<file path="config.mk">
export PLATFORM = sky130hd
export DESIGN_NAME = irq_bank_ctrl
export DESIGN_NICKNAME = d
export VERILOG_FILES = /design/src/rtl/irq_bank_pkg.sv /design/src/rtl/irq_low_find.sv /design/src/rtl/irq_mask_reg.sv /design/src/rtl/irq_bank_ctrl.sv
export SDC_FILE = /design/constraint.sdc
export NUM_CORES = 1
export LEC_CHECK = 0
export BUFFER_PORTS_ARGS = -buffer_cell sky130_fd_sc_hd__buf_4
export CORE_MARGIN = 2
export CORE_UTILIZATION = 46
export CTS_BUF_LIST = sky130_fd_sc_hd__clkbuf_4
export DETAILED_ROUTE_END_ITERATION = 8
export PLACE_DENSITY = 0.69
export RECOVER_POWER = 50
export SKIP_LAST_GASP = 1
export SLEW_MARGIN = 15
export SYNTH_ARGS = -nofsm -noshare
export SYNTH_HDL_FRONTEND = slang
export SYNTH_SLANG_ARGS = --single-unit
</file>
<file path="constraint.sdc">
create_clock -name clk -period 2.6 [get_ports clk]
set_clock_uncertainty 0.15 [all_clocks]
set_input_delay 0.39 -clock clk [delete_from_list [all_inputs] [get_ports clk]]
set_output_delay 0.39 -clock clk [all_outputs]
set_load 0.02 [all_outputs]
</file>
<file path="src/rtl/irq_bank_pkg.sv">
package irq_bank_pkg;
  typedef enum logic [3:0] {
    REG_SUMMARY   = 4'd0,
    REG_PEND_A    = 4'd1,
    REG_PEND_B    = 4'd2,
    REG_FIQ       = 4'd3,
    REG_EN_A      = 4'd4,
    REG_EN_B      = 4'd5,
    REG_EN_BASIC  = 4'd6,
    REG_DIS_A     = 4'd7,
    REG_DIS_B     = 4'd8,
    REG_DIS_BASIC = 4'd9
  } reg_idx_e;
endpackage

</file>
<file path="src/rtl/irq_low_find.sv">
module irq_low_find #(
  parameter int W  = 32,
  parameter int IW = $clog2(W)
) (
  input  logic [W-1:0]  req,
  output logic          found,
  output logic [IW-1:0] idx
);
  always_comb begin
    found = |req;
    idx   = '0;
    for (int i = W - 1; i >= 0; i--) begin
      if (req[i]) idx = IW'(i);
    end
  end
endmodule

</file>
<file path="src/rtl/irq_mask_reg.sv">
module irq_mask_reg #(
  parameter int W = 32
) (
  input  logic         clk,
  input  logic         rst,
  input  logic         set_we,
  input  logic         clr_we,
  input  logic [W-1:0] bits,
  output logic [W-1:0] mask
);
  always_ff @(posedge clk) begin
    if (rst)         mask <= '0;
    else if (set_we) mask <= mask | bits;
    else if (clr_we) mask <= mask & ~bits;
  end
endmodule

</file>
<file path="src/rtl/irq_bank_ctrl.sv">
module irq_bank_ctrl
  import irq_bank_pkg::*;
#(
  parameter  int BANK_W  = 32,
  parameter  int BASIC_W = 8,
  parameter  int ADDR_W  = 4,
  localparam int NSRC    = 2 * BANK_W + BASIC_W,
  localparam int NUM_W   = $clog2(NSRC)
) (
  input  logic              clk,
  input  logic              rst,
  input  logic [NSRC-1:0]   src_lvl,
  input  logic              wr_en,
  input  logic [ADDR_W-1:0] addr,
  input  logic [BANK_W-1:0] wr_data,
  output logic [BANK_W-1:0] rd_data,
  output logic              irq,
  output logic              low_valid,
  output logic [NUM_W-1:0]  low_num
);
  localparam int WIW = $clog2(BANK_W);
  localparam int BIW = $clog2(BASIC_W);

  logic [BANK_W-1:0]  en_w   [2];
  logic [BANK_W-1:0]  pend_w [2];
  logic [1:0]         any_w;
  logic [1:0]         found_w;
  logic [WIW-1:0]     idx_w  [2];
  logic [BASIC_W-1:0] en_basic;
  logic [BASIC_W-1:0] pend_basic;
  logic               found_b;
  logic [BIW-1:0]     idx_b;
  logic [BANK_W-1:0]  fiq_word;
  logic [BANK_W-1:0]  summary;
  logic [BANK_W-1:0]  rd_next;

  // Two wide groups share one structure
  for (genvar g = 0; g < 2; g++) begin : g_wide
    localparam logic [ADDR_W-1:0] SET_IDX = ADDR_W'(int'(REG_EN_A) + g);
    localparam logic [ADDR_W-1:0] CLR_IDX = ADDR_W'(int'(REG_DIS_A) + g);

    irq_mask_reg #(.W(BANK_W)) u_mask (
      .clk    (clk),
      .rst    (rst),
      .set_we (wr_en && (addr == SET_IDX)),
      .clr_we (wr_en && (addr == CLR_IDX)),
      .bits   (wr_data),
      .mask   (en_w[g])
    );

    assign pend_w[g] = src_lvl[g*BANK_W +: BANK_W] & en_w[g];
    assign any_w[g]  = |pend_w[g];

    irq_low_find #(.W(BANK_W)) u_find (
      .req   (pend_w[g]),
      .found (found_w[g]),
      .idx   (idx_w[g])
    );
  end

  irq_mask_reg #(.W(BASIC_W)) u_mask_basic (
    .clk    (clk),
    .rst    (rst),
    .set_we (wr_en && (addr == ADDR_W'(REG_EN_BASIC))),
    .clr_we (wr_en && (addr == ADDR_W'(REG_DIS_BASIC))),
    .bits   (wr_data[BASIC_W-1:0]),
    .mask   (en_basic)
  );

  assign pend_basic = src_lvl[NSRC-1 -: BASIC_W] & en_basic;

  irq_low_find #(.W(BASIC_W)) u_find_basic (
    .req   (pend_basic),
    .found (found_b),
    .idx   (idx_b)
  );

  // Lowest pending line: basic first, then group A, then group B
  always_comb begin
    low_valid = found_b | found_w[0] | found_w[1];
    if (found_b)
      low_num = NUM_W'(2 * BANK_W) + NUM_W'(idx_b);
    else if (found_w[0])
      low_num = NUM_W'(idx_w[0]);
    else if (found_w[1])
      low_num = NUM_W'(BANK_W) + NUM_W'(idx_w[1]);
    else
      low_num = '0;
  end

  always_comb begin
    summary                = '0;
    summary[BASIC_W-1:0]   = pend_basic;
    summary[BASIC_W]       = any_w[0];
    summary[BASIC_W+1]     = any_w[1];
  end

  always_comb begin
    unique case (addr)
      ADDR_W'(REG_SUMMARY):   rd_next = summary;
      ADDR_W'(REG_PEND_A):    rd_next = pend_w[0];
      ADDR_W'(REG_PEND_B):    rd_next = pend_w[1];
      ADDR_W'(REG_FIQ):       rd_next = fiq_word;
      ADDR_W'(REG_EN_A),
      ADDR_W'(REG_DIS_A):     rd_next = en_w[0];
      ADDR_W'(REG_EN_B),
      ADDR_W'(REG_DIS_B):     rd_next = en_w[1];
      ADDR_W'(REG_EN_BASIC),
      ADDR_W'(REG_DIS_BASIC): rd_next = BANK_W'(en_basic);
      default:                rd_next = '0;
    endcase
  end

  always_ff @(posedge clk) begin
    if (rst) begin
      fiq_word <= '0;
      rd_data  <= '0;
      irq      <= 1'b0;
    end else begin
      if (wr_en && (addr == ADDR_W'(REG_FIQ))) fiq_word <= wr_data;
      rd_data <= rd_next;
      irq     <= (|pend_basic) | (|any_w);
    end
  end
endmodule

</file>
**After elaboration in Yosys (flattened, before gate mapping)**

Index checks and enable logic that the tools add are counted.

- Latch bits: 0
- Input bits: 111
- Output and inout bits: 41
- Register bits: 137
- RAM bits: 0
- Bits in read-only memories: 0
- Logic and storage cells: 131
- Memories kept: 0

- Reductions and logical operators: 18
- $lt $le $gt $ge: 0
- $add $sub $neg: 2
- Mux-type cells: 82
- $mul: 0
- Eq/ne operators: 9
- Div/mod/pow operators: 0
- Shift-type cells: 0
- Bitwise operators: 14

Operators by type and width:

| kind | count |
|---|---|
| $mux 5 | 64 |
| $pmux 32 s7 | 1 |
| $and 32x32->32 | 4 |
| $mux 32 | 4 |
| $or 32x32->32 | 2 |
| $reduce_or 32->1 | 2 |
| $reduce_or 64->1 | 1 |
| $not 32->32 | 1 |
| $mux 3 | 8 |
| $mux 7 | 3 |
| $and 8x8->8 | 2 |
| $eq 4x3->1 const B | 4 |
| $mux 8 | 2 |
| $eq 4x2->1 const B | 2 |
| $eq 4x4->1 const B | 2 |
| $not 8->8 | 1 |
| $or 8x8->8 | 1 |
| $reduce_or 8->1 | 1 |
| $add 6x5->7 const A | 1 |
| $add 7x3->7 const A | 1 |
| $logic_and 1x1->1 | 7 |
| $reduce_bool 2->1 | 3 |
| $reduce_or 2->1 | 3 |
| $eq 4x1->1 const B | 1 |
| other kinds (2) | 4 |

**Longest topological paths before layout**

- Depth in word-level cells: 37
- Depth in mapped cells: 9
- Mapped depth without buffers: 6

**Cells and area by module**

A second synthesis with hierarchy kept.

- Cells, all modules: 982
- Area, all modules: 7,866.3 um^2

Modules (own cells, without submodules):

| module | area an instance (um^2) | cells each | instances | sequential area each (um^2) |
|---|---|---|---|---|
| irq_bank_ctrl | 3,839.9 | 530 | 1 | 1,301.2 |
| irq_mask_reg at g_wide[0].u_mask ... | 1,410.1 | 137 | 2 | 640.6 |
| irq_low_find at g_wide[0].u_find ... | 385.4 | 65 | 2 | 0.0 |
| irq_mask_reg at u_mask_basic | 354.1 | 35 | 1 | 160.2 |
| irq_low_find at u_find_basic | 81.3 | 13 | 1 | 0.0 |

**Worst setup path after synthesis**

OpenSTA, ideal clock, no wires.

- Path kind: input port to output port
- Start: input port src_lvl[2]
- End: output port low_num[1]
- Arrival time: 2.010 ns
- Required time: 2.060 ns
- Path slack: 0.050 ns
- Path buffers: 0
- Cell stages on the path: 5
- Path through: a22o_1 > nor4_1 > nand4_1 > or2_0 > o31ai_1

- Word-level cells in the longest chain between the ends: 6
- Elaborated cells on any way between the ends: 7
- Classes of those cells: mux: 5; bitwise: 1; reduce/logical: 1

Ends and longest elaborated chain:

| element | RTL line | RTL |
|---|---|---|
| start: declaration | irq_bank_ctrl.sv:12 | `input logic [NSRC-1:0] src_lvl,` |
| $and 32x32->32 (*) | irq_bank_ctrl.sv:51 | `assign pend_w[g] = src_lvl[g*BANK_W +: BANK_W] & en_w[g];` |
| $mux 5 (3 in series) | irq_low_find.sv:13 | `if (req[i]) idx = IW'(i);` |
| $mux 7 (*) | irq_bank_ctrl.sv:83 | `else if (found_w[0])` |
| $mux 7 (*) | irq_bank_ctrl.sv:81 | `if (found_b)` |
| end: declaration | irq_bank_ctrl.sv:19 | `output logic [NUM_W-1:0] low_num` |

Every way passes the cells marked *; elsewhere a longest branch is shown, timed or not.

==> metrics <==
synthesized net count 1015; Hold Path Class input pin to flop; maximum level of the CTS H-tree 4; clock-pin slew reported for the worst setup and hold paths after clock tree synthesis 0.12 ns; via count normalized by instance count 6.20; clock latency on the worst-skew pair 0.56 ns; worst path required time 2.06 ns; delay of the slowest cell on the worst path 0.44 ns; Mapped Cells 904; library cells used by synthesis 59; worst hold margin 0.0993 ns; switching share of power 28.9%; net switching power figure 1320 µW; total instance count after detailed placement 1341; Pre-antenna DRT Iters 6; area fraction of the dominant cell type after synthesis 38.9%; flop and latch count out of synthesis 137; final slew viol count 0; Worst path top cell family by delay compound AO/OA/AOI/OAI gates; final period utilization 119%; Top FF cell, synth sky130_fd_sc_hd__dfxtp_1; number of max-cap violations 0; GR Layer Usage met2 53.6%; status finished, violations left; worst-case clock buffer depth 2; placeable core region 0.0151 mm²; IR Drop Worst-Case VDD 421 µV; antenna viol nets, final 0; Chip Width 128 µm; cell type contributing the most total cell area after synthesis sky130_fd_sc_hd__dfxtp_1; RSZ-0062 raised after global routing yes; Wirelength per Cell 19.9 µm; initial core utilization 46.7%; critical setup path kind flop to output pin; async set-reset flop share out of synthesis 0%; startpoint kind of the worst setup timing path flop; placement row count 45; # fillers 1360; GR Util met3 8.60%; TritonCTS buffer count 17; final WL 28000 µm; element type at the critical path end output pin; met1 usage 44.8%; TritonCTS clock tree done; total routing usage reported by global routing 34.1%; y dimension of the die 128 µm; number of sinks handled by clock tree synthesis 137; count of synthesis-stage warnings from yosys 0; Critical Path Fanout Max 3; Final Wtd Congestion 0.966; leak pwr 0.00399 µW; most common cell after layout, fill and taps aside sky130_fd_sc_hd__buf_4; first-pass GRT wire length 43300 µm; Cell Int Power 3250 µW; final critical path time including I/O delays and setup 3.10 ns; post-detailed-route DRC marker count 0; syn_area_per_cell 7.80 µm²; ordered cell list for the critical path buf_4, nand2_1, a32o_1, a211oi_1, o211ai_1, nand3_1, o211ai_1, buf_4; sequential share of power 47.1%; Final Hold Fails 0; post-route insts no fill 1410; Vias 8743; cell chosen for the clock root sky130_fd_sc_hd__clkbuf_4; maximum number of pins on one net before global-route repair 106; port bufs 151; relative area change from synthesis to final layout 43.6%; Final Worst Setup Slack -0.496 ns; count of buffering cells on the critical path with inverters included 2; part of the Yosys area used for sequential elements 38.9%; number of design-rule violations left by the first detailed-router iteration 1189; Top-Level Pins 152; violations in the final reports negative setup slack; # nets final 1321; library cell contributing the largest single delay on the critical path sky130_fd_sc_hd__a211oi_1; die footprint 0.0163 mm²; largest cells by area after synthesis sky130_fd_sc_hd__dfxtp_1 (39%), sky130_fd_sc_hd__nand2_1 (11%), sky130_fd_sc_hd__a21oi_1 (6.3%); number of setup violations in the final report 7; via count of the first global-routing pass 8202; highest-count cells in the layout ignoring fill and taps sky130_fd_sc_hd__buf_4 (263), sky130_fd_sc_hd__nand2_1 (210), sky130_fd_sc_hd__dfxtp_1 (126); placed wire-length estimate after detailed placement 19500 µm; GRT overflow 0; initial antenna violation count 1; total power per unit cell area 451 mW/mm²; number of enable-type register cells in the synthesized netlist 0; top achievable clock speed 0.323 GHz; worst rel slew slack 16.9%; Tightest Pin Transition 1.24 ns; summed instance area of the synthesized netlist 0.00705 mm²; logic gate share of total power 21.2%; data arrival time of the worst path 2.56 ns; fraction of layout cells with a size suffix above 1 30.2%; share of power burned in the clock network 31.7%; Top Usage Layer GRT met2
layer usage:
| metal | up-vias | share of wire [%] |
|---|---|---|
| li1 | 4007 | - |
| met1 | 4093 | 41 |
| met2 | 555 | 45 |
| met3 | 88 | 11 |
| met4 | 0 | 3.3 |
| met5 | - | 0 |
through the flow:
stage          power [µW]  TNS, ns  instance area [µm²]  setup slack [ns]  utilization [%]
2_1_floorplan        2530        0                 7050            0.0496                -
3_3_place_gp         3020   -0.635                 9400            -0.230             62.3
3_5_place_dp         3020   -0.692                 9400            -0.219             62.3
4_1_cts              4540    -2.50                10200            -0.489             67.5
5_1_grt              4710    -5.11                10100            -0.540             67.1
6_report             4570    -2.57                10100            -0.496             67.1
cell usage after synthesis, types with 14 or more instances:
master,n
sky130_fd_sc_hd__a211oi_1,27
sky130_fd_sc_hd__a21o_1,19
sky130_fd_sc_hd__a21oi_1,89
sky130_fd_sc_hd__a222oi_1,25
sky130_fd_sc_hd__a22o_1,14
sky130_fd_sc_hd__a22oi_1,59
sky130_fd_sc_hd__buf_2,15
sky130_fd_sc_hd__clkbuf_1,37
sky130_fd_sc_hd__dfxtp_1,137
sky130_fd_sc_hd__nand2_1,211
sky130_fd_sc_hd__nand3_1,26
sky130_fd_sc_hd__nor2_1,75
sky130_fd_sc_hd__o21ai_0,27
path summary, 6_finish.rpt:
kind	start	cells after the start	to	slack, ns
max	flop	8	low_num[0]	-0.50
min	src_lvl[62]	4	rd_data[30]	0.1
max reg2reg	flop	8	rd_data[8]	0.34
min reg2reg	fiq_word[24]	2	fiq_word[24]	0.31
worst reg2reg max path, cell delays in order, from the launching register on:
cell and delay [ns]:
sky130_fd_sc_hd__dfxtp_1 0.39, sky130_fd_sc_hd__a22o_1 0.28, sky130_fd_sc_hd__nor4_4 0.05, sky130_fd_sc_hd__buf_4 0.15, sky130_fd_sc_hd__and4bb_4 0.24, sky130_fd_sc_hd__buf_4 0.15
sky130_fd_sc_hd__mux4_2 0.46, sky130_fd_sc_hd__nand2b_1 0.17, sky130_fd_sc_hd__a21oi_1 0.17
layout make-up:
type	count	area, µm²	area share [%]
Sequential cell	137	2760	27.2
Tap cell	188	235	2.32
Clock buffer	19	143	1.41
Timing Repair Buffer	345	2570	25.4
Clock inverter	11	131	1.30
Multi-Input combinational cell	705	4270	42.1
Inverter	4	15.0	0.148
Antenna cell	1	2.50	0.0247
power by group through the flow:
stage	sequential [µW]	combinational, µW	clock, µW
after global placement	2190	822	0
after CTS	2150	927	1460
after detailed placement	2200	828	0
after floorplan	2200	325	0
final	2150	968	1450
after global routing	2150	1020	1530
kinds of logic after synthesis:
| group | Yosys count | share of synthesized area, % |
|---|---|---|
| buf+inv | 62 | 3.62 |
| compound gates | 336 | 34.6 |
| mux | 1 | 0.319 |
| flops | 137 | 38.9 |
| simple gates | 368 | 22.6 |
repair_timing:
item                                    4_1_cts  5_1_grt
gates resized for setup                      49       14
buffers inserted                              3        4
pin swaps                                    20       17
hold buffers                                 32        0
endpoints found under the hold margin       104        0
endpoints found under the setup margin        7        7
No activity file was read; power rests on OpenSTA's default activity.
